[src/rtl/uart9_pkg.sv]
package uart9_pkg;
    localparam int OVS_W = 4;   // 16 samples per bit

    localparam logic [1:0] ADDR_DATA = 2'd0;
    localparam logic [1:0] ADDR_STAT = 2'd1;
    localparam logic [1:0] ADDR_CTRL = 2'd2;
    localparam logic [1:0] ADDR_DIV  = 2'd3;

    typedef enum logic [1:0] {
        RX_IDLE,
        RX_START,
        RX_DATA,
        RX_STOP
    } rx_state_e;
endpackage

[src/rtl/uart9_baud.sv]
module uart9_baud #(
    parameter int DIV_W = 8
) (
    input  logic             clk,
    input  logic             rst_n,
    input  logic [DIV_W-1:0] div_i,
    input  logic             restart_i,
    output logic             tick_o
);
    typedef struct packed {
        logic [DIV_W-1:0] cnt;
        logic             tick;
    } baud_t;

    baud_t d, q;

    always_comb begin
        d      = q;
        d.tick = 1'b0;
        if (restart_i) begin
            d.cnt = '0;
        end else if (q.cnt == div_i) begin
            d.cnt  = '0;
            d.tick = 1'b1;
        end else begin
            d.cnt = q.cnt + 1'b1;
        end
    end

    always_ff @(posedge clk or negedge rst_n) begin
        if (!rst_n) q <= '0;
        else        q <= d;
    end

    assign tick_o = q.tick;

    AST_CNT_BOUND: assert property (@(posedge clk) disable iff (!rst_n)
        !restart_i |=> q.cnt <= div_i || $past(div_i) != div_i);
endmodule

[src/rtl/uart9_tx.sv]
module uart9_tx
    import uart9_pkg::*;
#(
    parameter int DATA_W = 8
) (
    input  logic              clk,
    input  logic              rst_n,
    input  logic              tick_i,
    input  logic              wr_i,
    input  logic [DATA_W-1:0] wdata_i,
    input  logic              nine_i,
    input  logic              bit8_i,
    output logic              txd_o,
    output logic              empty_o
);
    localparam int FRAME_W = DATA_W + 3;
    localparam int LEFT_W  = $clog2(FRAME_W + 1);

    typedef struct packed {
        logic [DATA_W-1:0]  hold;
        logic               full;
        logic               busy;
        logic [FRAME_W-1:0] shreg;
        logic [LEFT_W-1:0]  left;
        logic [OVS_W-1:0]   sub;
    } tx_t;

    tx_t d, q;

    always_comb begin
        d = q;
        if (q.busy && tick_i) begin
            d.sub = q.sub + 1'b1;
            if (&q.sub) begin
                d.shreg = {1'b1, q.shreg[FRAME_W-1:1]};
                d.left  = q.left - 1'b1;
                if (q.left == LEFT_W'(1)) d.busy = 1'b0;
            end
        end
        if (!q.busy && q.full) begin
            d.shreg = {1'b1, (nine_i ? bit8_i : 1'b1), q.hold, 1'b0};
            d.left  = nine_i ? LEFT_W'(FRAME_W) : LEFT_W'(FRAME_W - 1);
            d.sub   = '0;
            d.busy  = 1'b1;
            d.full  = 1'b0;
        end
        if (wr_i) begin
            d.hold = wdata_i;
            d.full = 1'b1;
        end
    end

    always_ff @(posedge clk or negedge rst_n) begin
        if (!rst_n) q <= '0;
        else        q <= d;
    end

    assign txd_o   = q.busy ? q.shreg[0] : 1'b1;
    assign empty_o = !q.full;

    AST_EMPTY_ON_LOAD: assert property (@(posedge clk) disable iff (!rst_n)
        $fell(q.full) |-> q.busy);
    AST_START_LOW: assert property (@(posedge clk) disable iff (!rst_n)
        $rose(q.busy) |-> !txd_o);
endmodule

[src/rtl/uart9_rx.sv]
module uart9_rx
    import uart9_pkg::*;
#(
    parameter int DATA_W = 8
) (
    input  logic              clk,
    input  logic              rst_n,
    input  logic              tick_i,
    input  logic              rxd_i,
    input  logic              nine_i,
    output logic              frame_o,
    output logic [DATA_W-1:0] data_o,
    output logic              bit8_o,
    output logic              stop_o
);
    localparam int CNT_W = $clog2(DATA_W + 2);

    typedef struct packed {
        rx_state_e         state;
        logic [OVS_W-1:0]  sub;
        logic              s0;
        logic              s1;
        logic [DATA_W:0]   shreg;
        logic [CNT_W-1:0]  nbit;
        logic              done;
        logic [DATA_W-1:0] data;
        logic              bit8;
        logic              stop;
    } rx_t;

    rx_t  d, q;
    logic vote;

    assign vote = (q.s0 & q.s1) | (q.s0 & rxd_i) | (q.s1 & rxd_i);

    always_comb begin
        d      = q;
        d.done = 1'b0;
        if (tick_i) begin
            if (q.state == RX_IDLE) begin
                if (!rxd_i) begin
                    d.state = RX_START;
                    d.sub   = OVS_W'(1);
                end
            end else begin
                d.sub = q.sub + 1'b1;
                if (q.sub == OVS_W'(7)) d.s0 = rxd_i;
                if (q.sub == OVS_W'(8)) d.s1 = rxd_i;
                if (q.sub == OVS_W'(9)) begin
                    case (q.state)
                        RX_START: if (vote) d.state = RX_IDLE;
                        RX_DATA:  d.shreg = {vote, q.shreg[DATA_W:1]};
                        default: begin
                            d.done  = 1'b1;
                            d.stop  = vote;
                            d.data  = nine_i ? q.shreg[DATA_W-1:0] : q.shreg[DATA_W:1];
                            d.bit8  = nine_i & q.shreg[DATA_W];
                            d.state = RX_IDLE;
                        end
                    endcase
                end
                if (&q.sub) begin
                    if (q.state == RX_START) begin
                        d.state = RX_DATA;
                        d.nbit  = '0;
                    end else if (q.state == RX_DATA) begin
                        d.nbit = q.nbit + 1'b1;
                        if (q.nbit == (nine_i ? CNT_W'(DATA_W) : CNT_W'(DATA_W - 1)))
                            d.state = RX_STOP;
                    end
                end
            end
        end
    end

    always_ff @(posedge clk or negedge rst_n) begin
        if (!rst_n) begin
            q       <= '0;
            q.state <= RX_IDLE;
            q.stop  <= 1'b1;
        end else begin
            q <= d;
        end
    end

    assign frame_o = q.done;
    assign data_o  = q.data;
    assign bit8_o  = q.bit8;
    assign stop_o  = q.stop;

    AST_REJECT_START: assert property (@(posedge clk) disable iff (!rst_n)
        (q.state == RX_START && tick_i && q.sub == OVS_W'(9) && vote)
        |=> (q.state == RX_IDLE && !q.done));
    AST_FRAME_ENDS_IDLE: assert property (@(posedge clk) disable iff (!rst_n)
        q.done |-> q.state == RX_IDLE);
endmodule

[src/rtl/uart9_core.sv]
module uart9_core
    import uart9_pkg::*;
#(
    parameter int DATA_W = 8
) (
    input  logic              clk,
    input  logic              rst_n,
    input  logic [1:0]        reg_addr,
    input  logic              reg_wr,
    input  logic              reg_rd,
    input  logic [DATA_W-1:0] reg_wdata,
    output logic [DATA_W-1:0] reg_rdata,
    input  logic              rxd,
    output logic              txd
);
    typedef struct packed {
        logic [1:0]        sync;
        logic              nine;
        logic              txb8;
        logic [DATA_W-1:0] div;
        logic              rx_done;
    } core_t;

    core_t             d, q;
    logic              tick, tx_empty, rx_frame, rx_bit8, rx_stop;
    logic [DATA_W-1:0] rx_data;
    logic              wr_data, wr_div;

    assign wr_data = reg_wr && reg_addr == ADDR_DATA;
    assign wr_div  = reg_wr && reg_addr == ADDR_DIV;

    always_comb begin
        d      = q;
        d.sync = {q.sync[0], rxd};
        if (reg_wr && reg_addr == ADDR_CTRL) begin
            d.nine = reg_wdata[0];
            d.txb8 = reg_wdata[1];
        end
        if (wr_div) d.div = reg_wdata;
        if (reg_rd && reg_addr == ADDR_DATA) d.rx_done = 1'b0;
        if (rx_frame) d.rx_done = 1'b1;
    end

    always_ff @(posedge clk or negedge rst_n) begin
        if (!rst_n) begin
            q      <= '0;
            q.sync <= 2'b11;
        end else begin
            q <= d;
        end
    end

    always_comb begin
        case (reg_addr)
            ADDR_DATA: reg_rdata = rx_data;
            ADDR_STAT: reg_rdata = {{(DATA_W-4){1'b0}}, rx_bit8, !rx_stop, q.rx_done, tx_empty};
            ADDR_CTRL: reg_rdata = {{(DATA_W-2){1'b0}}, q.txb8, q.nine};
            default:   reg_rdata = q.div;
        endcase
    end

    uart9_baud #(.DIV_W(DATA_W)) u_baud (
        .clk(clk), .rst_n(rst_n), .div_i(q.div), .restart_i(wr_div), .tick_o(tick)
    );

    uart9_tx #(.DATA_W(DATA_W)) u_tx (
        .clk(clk), .rst_n(rst_n), .tick_i(tick), .wr_i(wr_data), .wdata_i(reg_wdata),
        .nine_i(q.nine), .bit8_i(q.txb8), .txd_o(txd), .empty_o(tx_empty)
    );

    uart9_rx #(.DATA_W(DATA_W)) u_rx (
        .clk(clk), .rst_n(rst_n), .tick_i(tick), .rxd_i(q.sync[1]), .nine_i(q.nine),
        .frame_o(rx_frame), .data_o(rx_data), .bit8_o(rx_bit8), .stop_o(rx_stop)
    );

    AST_FE_ON_FRAME: assert property (@(posedge clk) disable iff (!rst_n)
        !$stable(rx_stop) |-> rx_frame);
    AST_DONE_SET: assert property (@(posedge clk) disable iff (!rst_n)
        rx_frame |=> q.rx_done);
    AST_RXDATA_HELD: assert property (@(posedge clk) disable iff (!rst_n)
        (wr_data && !rx_frame) |=> $stable(rx_data));
endmodule

[config.mk]
export PLATFORM = sky130hd
export DESIGN_NAME = uart9_core
export DESIGN_NICKNAME = d
export VERILOG_FILES = /design/src/rtl/uart9_pkg.sv /design/src/rtl/uart9_baud.sv /design/src/rtl/uart9_tx.sv /design/src/rtl/uart9_rx.sv /design/src/rtl/uart9_core.sv
export SDC_FILE = /design/constraint.sdc
export NUM_CORES = 1
export LEC_CHECK = 0
export ABC_AREA = 1
export BUFFER_PORTS_ARGS = -buffer_cell sky130_fd_sc_hd__buf_2
export CORE_ASPECT_RATIO = 0.7
export CORE_UTILIZATION = 65
export CTS_BUF_LIST = sky130_fd_sc_hd__clkbuf_16
export DETAILED_ROUTE_END_ITERATION = 12
export PLACE_DENSITY = 0.91
export SKIP_CTS_REPAIR_TIMING = 1
export SYNTH_ARGS = -nofsm -noshare
export SYNTH_HDL_FRONTEND = slang
export SYNTH_SLANG_ARGS = --single-unit
[constraint.sdc]
create_clock -name clk -period 2.7 [get_ports clk]
set_input_delay 0.54 -clock clk [delete_from_list [all_inputs] [get_ports clk]]
set_output_delay 0.54 -clock clk [all_outputs]
set_load 0.01 [all_outputs]
==> flow_summary.toml, run 1 <==
[clocking]
clock_latency_ns = 0.34
cts-root-buf = "clkbuf_16"
htree_levels = 3
clkSinkCount = 83
cts_buffer_depth = 2
clk_pin_slew_ns = 0.07
numCtsBuffers = 9
tritoncts = "yes"

[setup_path]
path_buf_inv = 3
worstPathCellList = "buf_2, nor2_1, inv_1, o2111ai_1, buf_2"
critPathRequiredTime_ns = 2.16
critPathMaxFanout = 7
slowest_stage = "nor2_1"
critPathLaunchType = "input pin"
crit_arrival_ns = 1.57
max_stage_delay_ns = 0.27
path_delay_family = "buffers and inverters"
cp-end-kind = "primary output"
timing.critical_path.from = "reg_addr[0]"
crit_top_cell = "buf_2"
worst_r2r_startpoint = "u_rx.q[30]"
critPathKind = "input pin to primary output"

[detailed_routing]
dr.pass1.iters = 5
drt_wl_total_um = 9410
drc = 0
num_vias = 3314
drtIter0Drc = 373
ant_nets = 0
wl_per_cell_um = 16.6
vias_per_cell = 5.83

[synthesis]
syn_avg_cell_area_sq_um = 8.73
synth_area_leaders = "dfrtp_1 50%, nand2_1 9.5%, o21ai_0 6.4%"
synth_commonest_cells = "102 x nand2_1, 80 x dfrtp_1, 57 x inv_1"
synthDistinctLibCells = 37
synth_fp_nets = 488
synth_edf_count = 0
synth.most_common_cell = "nand2_1"
yosysWarnings = 0
ys_seq_elements = 83
yosysSeqAreaShare_pct = 51.8
synthDominantCellAreaShare_pct = 49.8
synth_cells = 460
ys_async_sr_fraction_pct = 100
synth_area_leader_cell = "dfrtp_1"
synth_area_sq_um = 4020
synth-main-ff-cell = "dfrtp_1"

[sta]
finalHoldViolations = 0
clock_skew_ns = 0.00695
worst_pin_slew_ns = 0.643
drv_slew = 0
rsz0062_at_grt = "no"
min_period_over_period_pct = 78.2
setup_violations = 0
fin_setup_tns_ns = 0
relSlewSlack_pct = 57.0
fin_crit_ns = 2.11
fmax_mhz = 474

[floorplan]
core_area_sq_um = 5840
dieArea_sq_um = 6500
die_h_um = 67.8
initial_core_util_pct = 68.8
rows = 23
die_x_um = 96.0
ioPinCount = 24

[cells_and_area]
diodes = 0
final_nets = 516
area_growth_pct = 12.7
layout-drive-gt1-share_pct = 13.6
fillers = 371
instances_no_fill = 568
final_util_pct = 77.5

[status]
status = "finished, final reports clean"

[global_routing]
grt.overflow.total = 0
grt_max_degree = 43
grt_pass1_vias = 3010
antenna_found_initial = 0
grt_usage_pct = 31.3
grt_pass1_wl_um = 14700

[flow_run]
drv_cap = 0

[power]
ir_drop_mv = 0.600
power.density_nw_per_um2 = 760
leakage_uw = 0.00224

[placed_design]
dp.cells = 552
port_buffers = 23
hpwl_um = 6270
place_congestion = 0.850

[worst_hold_path]
hold_path_class = "input pin to asynchronous set/reset pin"
cells in the final DEF, fill, tap and decap left out, drive strengths merged:
master and n:
bufinv 2, nand4 3, buf 27, clkbuf 9, a21o 1, inv 64, nand3 28, nor2 41
o221ai 1, o31ai 1, xor2 9, o21ai 52, o32ai 1, o211ai 9, or2 3, nor4 1
clkinv 1, o2111ai 2, nor3 7, a21oi 13, ha 13, xnor2 5, dfstp 3, a31oi 8
nand3b 1, dfrtp 80, nand2 107, o22ai 1
sequential cells by signal (all words and copies together), names as in the netlist:
name and flops:
u_rx.frame_o 1, q 12, u_tx.q 29, u_rx.stop_o 1
u_baud.q 8, u_rx.q 21, u_rx.bit8_o 1, u_baud.tick_o 1
d 1, u_rx.data_o 8
stage by stage:
stage / hold WS, ns / instance area, sq um / setup WS (ns) / total power [uW]
2_1_floorplan: 0.244 / 4020 / 1.03 / 1890
3_3_place_gp: 0.346 / 4200 / 0.779 / 2020
3_5_place_dp: 0.347 / 4200 / 0.744 / 2070
4_1_cts: 0.184 / 4530 / 0.660 / 3430
5_1_grt: 0.209 / 4530 / 0.568 / 3590
6_report: 0.178 / 4530 / 0.588 / 3440
logic make-up (layout without fill, tap and decap cells):
group	Yosys count	count (layout)	synth area share, %
and+or+nand+nor	191	191	21.3
buffers and inverters	70	103	7.17
DFF	83	83	51.8
adders and majority gates	13	13	4.05
xor gates and xnor gates	14	14	3.05
AOI/OAI and AO/OA	89	89	12.6
final cells by class:
cell class / count / area (sq um) / area share, %
tap: 75 / 93.8 / 2.07
clock inverter: 7 / 105 / 2.32
timing repair buffer: 27 / 148 / 3.26
sequential: 83 / 2080 / 46.0
multi-input combinational: 307 / 1650 / 36.4
clock buffer: 9 / 225 / 4.98
inverter: 60 / 225 / 4.98
final timing paths:
path                                     end  slack [ns]  cells past startpoint
worst min-delay path               u_tx.q[4]        0.18                      1
worst max register to register    u_rx.q[15]        0.88                      7
worst min register to register         q[12]        0.36                      0
max in group asynchronous              q[12]        1.78                      2
worst max-delay path            reg_rdata[0]        0.59                      5
min in group clk                       d[12]        0.29                      1
per-layer routing:
| metal | vias up | GRT usage (%) | part of all wire (%) |
|---|---|---|---|
| li1 | 1552 | - | - |
| met1 | 1635 | 40.7 | 43 |
| met2 | 116 | 51.6 | 50 |
| met5 | - | 0 | 0 |
| met4 | 0 | 8.58 | 1.2 |
| met3 | 11 | 9.12 | 6.0 |
power breakdown:
part / internal, uW / total (uW) / switching (uW)
sequential: 1380 / 1550 / 167
clock: 828 / 1360 / 533
combinational: 205 / 528 / 323
total: 2410 / 3440 / 1020
(Power assumes the default switching activity.)
==> run 2: changes to the inputs <==
--- a/config.mk
+++ b/config.mk
@@ -8,10 +8,10 @@
 export ABC_AREA = 1
 export BUFFER_PORTS_ARGS = -buffer_cell sky130_fd_sc_hd__buf_2
 export CORE_ASPECT_RATIO = 0.7
-export CORE_UTILIZATION = 65
+export CORE_UTILIZATION = 60
 export CTS_BUF_LIST = sky130_fd_sc_hd__clkbuf_16
 export DETAILED_ROUTE_END_ITERATION = 12
-export PLACE_DENSITY = 0.91
+export PLACE_DENSITY = 0.86
 export SKIP_CTS_REPAIR_TIMING = 1
 export SYNTH_ARGS = -nofsm -noshare
 export SYNTH_HDL_FRONTEND = slang
==> constraint.sdc (replaced) <==
create_clock -name clk -period 2 [get_ports clk]
set_input_delay 0.4 -clock clk [delete_from_list [all_inputs] [get_ports clk]]
set_output_delay 0.4 -clock clk [all_outputs]
set_load 0.01 [all_outputs]
==> flow_summary.toml, run 2 (same netlist as run 1, synthesis figures left out) <==
[worst_hold_path]
hold_path_class = "input pin to asynchronous set/reset pin"

[cells_and_area]
final_nets = 518
area_growth_pct = 14.0
layout_commonest_cell = "nand2_1"
layout-drive-gt1-share_pct = 13.9
reg.largest.list = "u_tx.q x29, u_rx.q x21, q x12"
largest_reg_flops = 29
mostFrequentLayoutCells = "102 x nand2_1, 80 x dfrtp_1, 57 x inv_1"
diodes = 0
instances_no_fill = 586
largest-register = "u_tx.q"

[setup_path]
worstPathCellList = "buf_2, nor2_1, inv_1, o211ai_1, buf_2"
crit_top_cell = "buf_2"
path_delay_family = "buffers and inverters"
slowest_stage = "nor2_1"
critPathLaunchType = "input pin"
critPathMaxFanout = 7
critPathRequiredTime_ns = 1.60
crit_arrival_ns = 1.35
critPathKind = "input pin to primary output"
max_stage_delay_ns = 0.22
path_buf_inv = 3
cp-end-kind = "primary output"

[floorplan]
core_area_sq_um = 6340
die_h_um = 70.5
initial_core_util_pct = 63.4
ioPinCount = 24
rows = 24
die_x_um = 99.8
dieArea_sq_um = 7030

[power]
p_clk_share_pct = 39.9
power.density_nw_per_um2 = 1010
pwr-share-seq_pct = 44.9
swShare_pct = 29.4
p_int_uw = 3260
ir_drop_mv = 0.542
leakage_uw = 0.00226
p_comb_share_pct = 15.2
switchingPower_uw = 1360

[global_routing]
grt_usage_pct = 27.7
antenna_found_initial = 0
grt_max_degree = 38
grt.overflow.total = 0
grt_pass1_wl_um = 14800
grt_pass1_vias = 3143

[sta]
fin_setup_tns_ns = 0
setup_violations = 0
fin_crit_ns = 1.75
drv_slew = 0
rsz0062_at_grt = "no"
finalHoldViolations = 0
setup_slack_ns = 0.249
worst_pin_slew_ns = 0.483
min_period_over_period_pct = 87.6
relSlewSlack_pct = 67.7
clock_skew_ns = 0.00864
fmax_mhz = 571

[clocking]
tritoncts = "yes"
htree_levels = 3
cts_buffer_depth = 2
cts-root-buf = "clkbuf_16"
clkSinkCount = 83
clk_pin_slew_ns = 0.07
clock_latency_ns = 0.34
numCtsBuffers = 9

[detailed_routing]
ant_nets = 0
drc = 0
dr.pass1.iters = 5
drtIter0Drc = 193
num_vias = 3232
vias_per_cell = 5.52
drt_wl_total_um = 8620
wl_per_cell_um = 14.7

[flow_run]
drv_cap = 0

[status]
status = "finished, final reports clean"

[placed_design]
place_congestion = 0.881
pre_cts_ws_ns = 0.281
port_buffers = 23
hpwl_um = 5820
dp.cells = 570
-- run 2: area by class of cell --
| type | count | area [sq um] |
|---|---|---|
| inverters | 60 | 225 |
| clock inverters | 7 | 109 |
| flip-flops and latches | 83 | 2080 |
| clock buffers | 9 | 225 |
| fillers | 429 | 1760 |
| well taps | 91 | 114 |
| multi-input cells | 307 | 1650 |
| repair buffers | 29 | 175 |
-- run 2: worst register-to-register path, delay by kind of cell, from the launching register on --
family / cells / cell delay (ns)
flops: 1 / 0.40
simple gates: 4 / 0.54
fa+ha+maj: 1 / 0.36
buf+inv: 1 / 0.11
xor+xnor: 1 / 0.15
-- run 2: worst paths after layout --
| check | slack, ns | from | to | cells past startpoint |
|---|---|---|---|---|
| worst max-delay path | 0.25 | reg_addr[1] | reg_rdata[3] | 5 |
| worst min-delay path | 0.02 | rst_n | u_tx.q[21] | 1 |
| worst max register to register | 0.32 | u_rx.q[31] | u_rx.q[14] | 7 |
| worst min register to register | 0.35 | d[12] | q[12] | 0 |
| max in group asynchronous | 1.32 | rst_n | u_rx.q[31] | 2 |
| min in group clk | 0.16 | rxd | d[12] | 1 |
-- run 2: stage by stage --
stage	hold slack, ns	cell area (sq um)	power (uW)	utilization [%]
global placement	0.346	4240	2740	67.0
CTS	0.0326	4580	4640	72.2
floorplan	0.104	4020	2550	-
finish	0.0221	4580	4620	72.2
detailed placement	0.349	4240	2780	67.0
global route	0.0552	4580	4850	72.2
-- run 2: power groups by stage --
stage	registers [uW]	logic, uW	clock network [uW]
finish	2080	702	1840
global route	2110	810	1930
CTS	2070	703	1870
detailed placement	2090	685	0
global placement	2090	651	0
floorplan	2040	514	0
-- run 2: layer usage --
metal,vias up,part of all wire [%],global-route usage (%)
li1,1563,-,-
met1,1534,45,37.8
met2,116,47,43.2
met3,19,6.0,7.81
met4,0,2.1,8.17
met5,-,0,0
==> run 3: changes to the inputs <==
--- a/config.mk
+++ b/config.mk
@@ -11,7 +11,8 @@
 export CORE_UTILIZATION = 60
 export CTS_BUF_LIST = sky130_fd_sc_hd__clkbuf_16
 export DETAILED_ROUTE_END_ITERATION = 12
-export PLACE_DENSITY = 0.86
+export MAX_ROUTING_LAYER = met4
+export PLACE_DENSITY = 0.79
 export SKIP_CTS_REPAIR_TIMING = 1
 export SYNTH_ARGS = -nofsm -noshare
 export SYNTH_HDL_FRONTEND = slang
==> flow_summary.toml, run 3 (same netlist as run 1, synthesis figures left out) <==
[clocking]
htree_levels = 3
clock_latency_ns = 0.34
clk_pin_slew_ns = 0.06
clkSinkCount = 83
tritoncts = "yes"
cts_buffer_depth = 2
numCtsBuffers = 9
cts-root-buf = "clkbuf_16"

[cells_and_area]
mostFrequentLayoutCells = "102 x nand2_1, 80 x dfrtp_1, 57 x inv_1"
layout-drive-gt1-share_pct = 13.9
largest-register = "u_tx.q"
reg.largest.list = "u_tx.q x29, u_rx.q x21, q x12"
largest_reg_flops = 29
final_nets = 519
diodes = 0
finalInstanceArea_sq_um = 4540
area_growth_pct = 13.1
layout_commonest_cell = "nand2_1"

[floorplan]
ioPinCount = 24
rows = 24
die_h_um = 70.5
die_x_um = 99.8
initial_core_util_pct = 63.4
core_area_sq_um = 6340
dieArea_sq_um = 7030

[sta]
setup_violations = 0
clock_skew_ns = 0.00407
drv_slew = 0
finalHoldViolations = 0
rsz0062_at_grt = "no"
worst_pin_slew_ns = 0.440
fin_setup_tns_ns = 0
relSlewSlack_pct = 70.4
timing.hold.ws_ns = 0.0111
setup_slack_ns = 0.289
fmax_mhz = 584
fin_crit_ns = 1.71
min_period_over_period_pct = 85.6

[setup_path]
critPathKind = "flip-flop to primary output"
cp-end-kind = "primary output"
rrSetupSlack_ns = 0.35
ff2ff_path_depth = 7
critPathMaxFanout = 2
crit_arrival_ns = 1.31
critPathRequiredTime_ns = 1.60
worst_r2r_startpoint = "u_rx.q[30]"
worst_r2r_endpoint = "u_rx.q[14]"
critPathLaunchType = "flip-flop"

[detailed_routing]
dr.pass1.iters = 5
drtIter0Drc = 197
drt_wl_total_um = 8080
ant_nets = 0
num_vias = 3117
drc = 0
vias_per_cell = 5.31
wl_per_cell_um = 13.8

[status]
status = "finished, final reports clean"

[power]
ir_drop_mv = 0.597
leakage_uw = 0.00224
power.density_nw_per_um2 = 964

[global_routing]
grt_pass1_wl_um = 14000
grt.overflow.total = 0
grt_pass1_vias = 2891
grt_usage_pct = 26.9
antenna_found_initial = 0
grt_max_degree = 35

[flow_run]
drv_cap = 0

[placed_design]
port_buffers = 23
post_dp_cell_area_sq_um = 4250
place_congestion = 0.907
pre_cts_ws_ns = 0.309
hpwl_um = 5880

[worst_hold_path]
hold_path_class = "input pin to asynchronous set/reset pin"
[run 3: layout make-up]
| class | count | area, sq um |
|---|---|---|
| clock buffer | 9 | 225 |
| multi-input combinational | 307 | 1650 |
| clock inverter | 7 | 68.8 |
| sequential | 83 | 2080 |
| tap | 91 | 114 |
| inverter | 60 | 225 |
| timing repair buffer | 30 | 183 |
| fill | 448 | 1790 |
[run 3: critical path: stages, from the launching register on]
cell      delay, ns
dfstp_2        0.54
inv_1          0.04
nand3_1        0.14
o211ai_1       0.11
buf_2          0.15
[run 3: metal layers]
layer / wire, um / share of wire [%] / track usage, %
met5: 0 / 0 / -
met4: 91 / 1.1 / 7.68
met3: 491 / 6.1 / 7.01
met2: 3360 / 42 / 35.1
met1: 4140 / 51 / 40.9
[run 3: worst max-delay path by stage]
stage	start	to	slack, ns	depth (start not counted)
after detailed placement	reg_addr[1]	reg_rdata[0]	0.31	5
after global placement	reg_addr[1]	reg_rdata[0]	0.32	5
final	u_rx.stop_o	reg_rdata[2]	0.29	4
after global routing	u_rx.q[30]	u_rx.q[14]	0.15	7
after CTS	reg_addr[1]	reg_rdata[4]	0.30	5
after floorplan	u_rx.q[30]	u_rx.q[14]	0.52	7
[run 3: where the power goes]
part	internal [uW]	switching (uW)	leakage, uW
clock network	961	654	0.000143
registers	1870	206	0.00107
logic	280	414	0.00103
total	3110	1270	0.00224
[run 3: per-stage QoR]
step / utilization (%) / std cells / power (uW)
finish: 71.7 / 587 / 4380
global route: 71.7 / 587 / 4630
floorplan: - / 460 / 2550
CTS: 71.7 / 587 / 4410
global placement: 67.1 / 571 / 2740
detailed placement: 67.1 / 571 / 2790
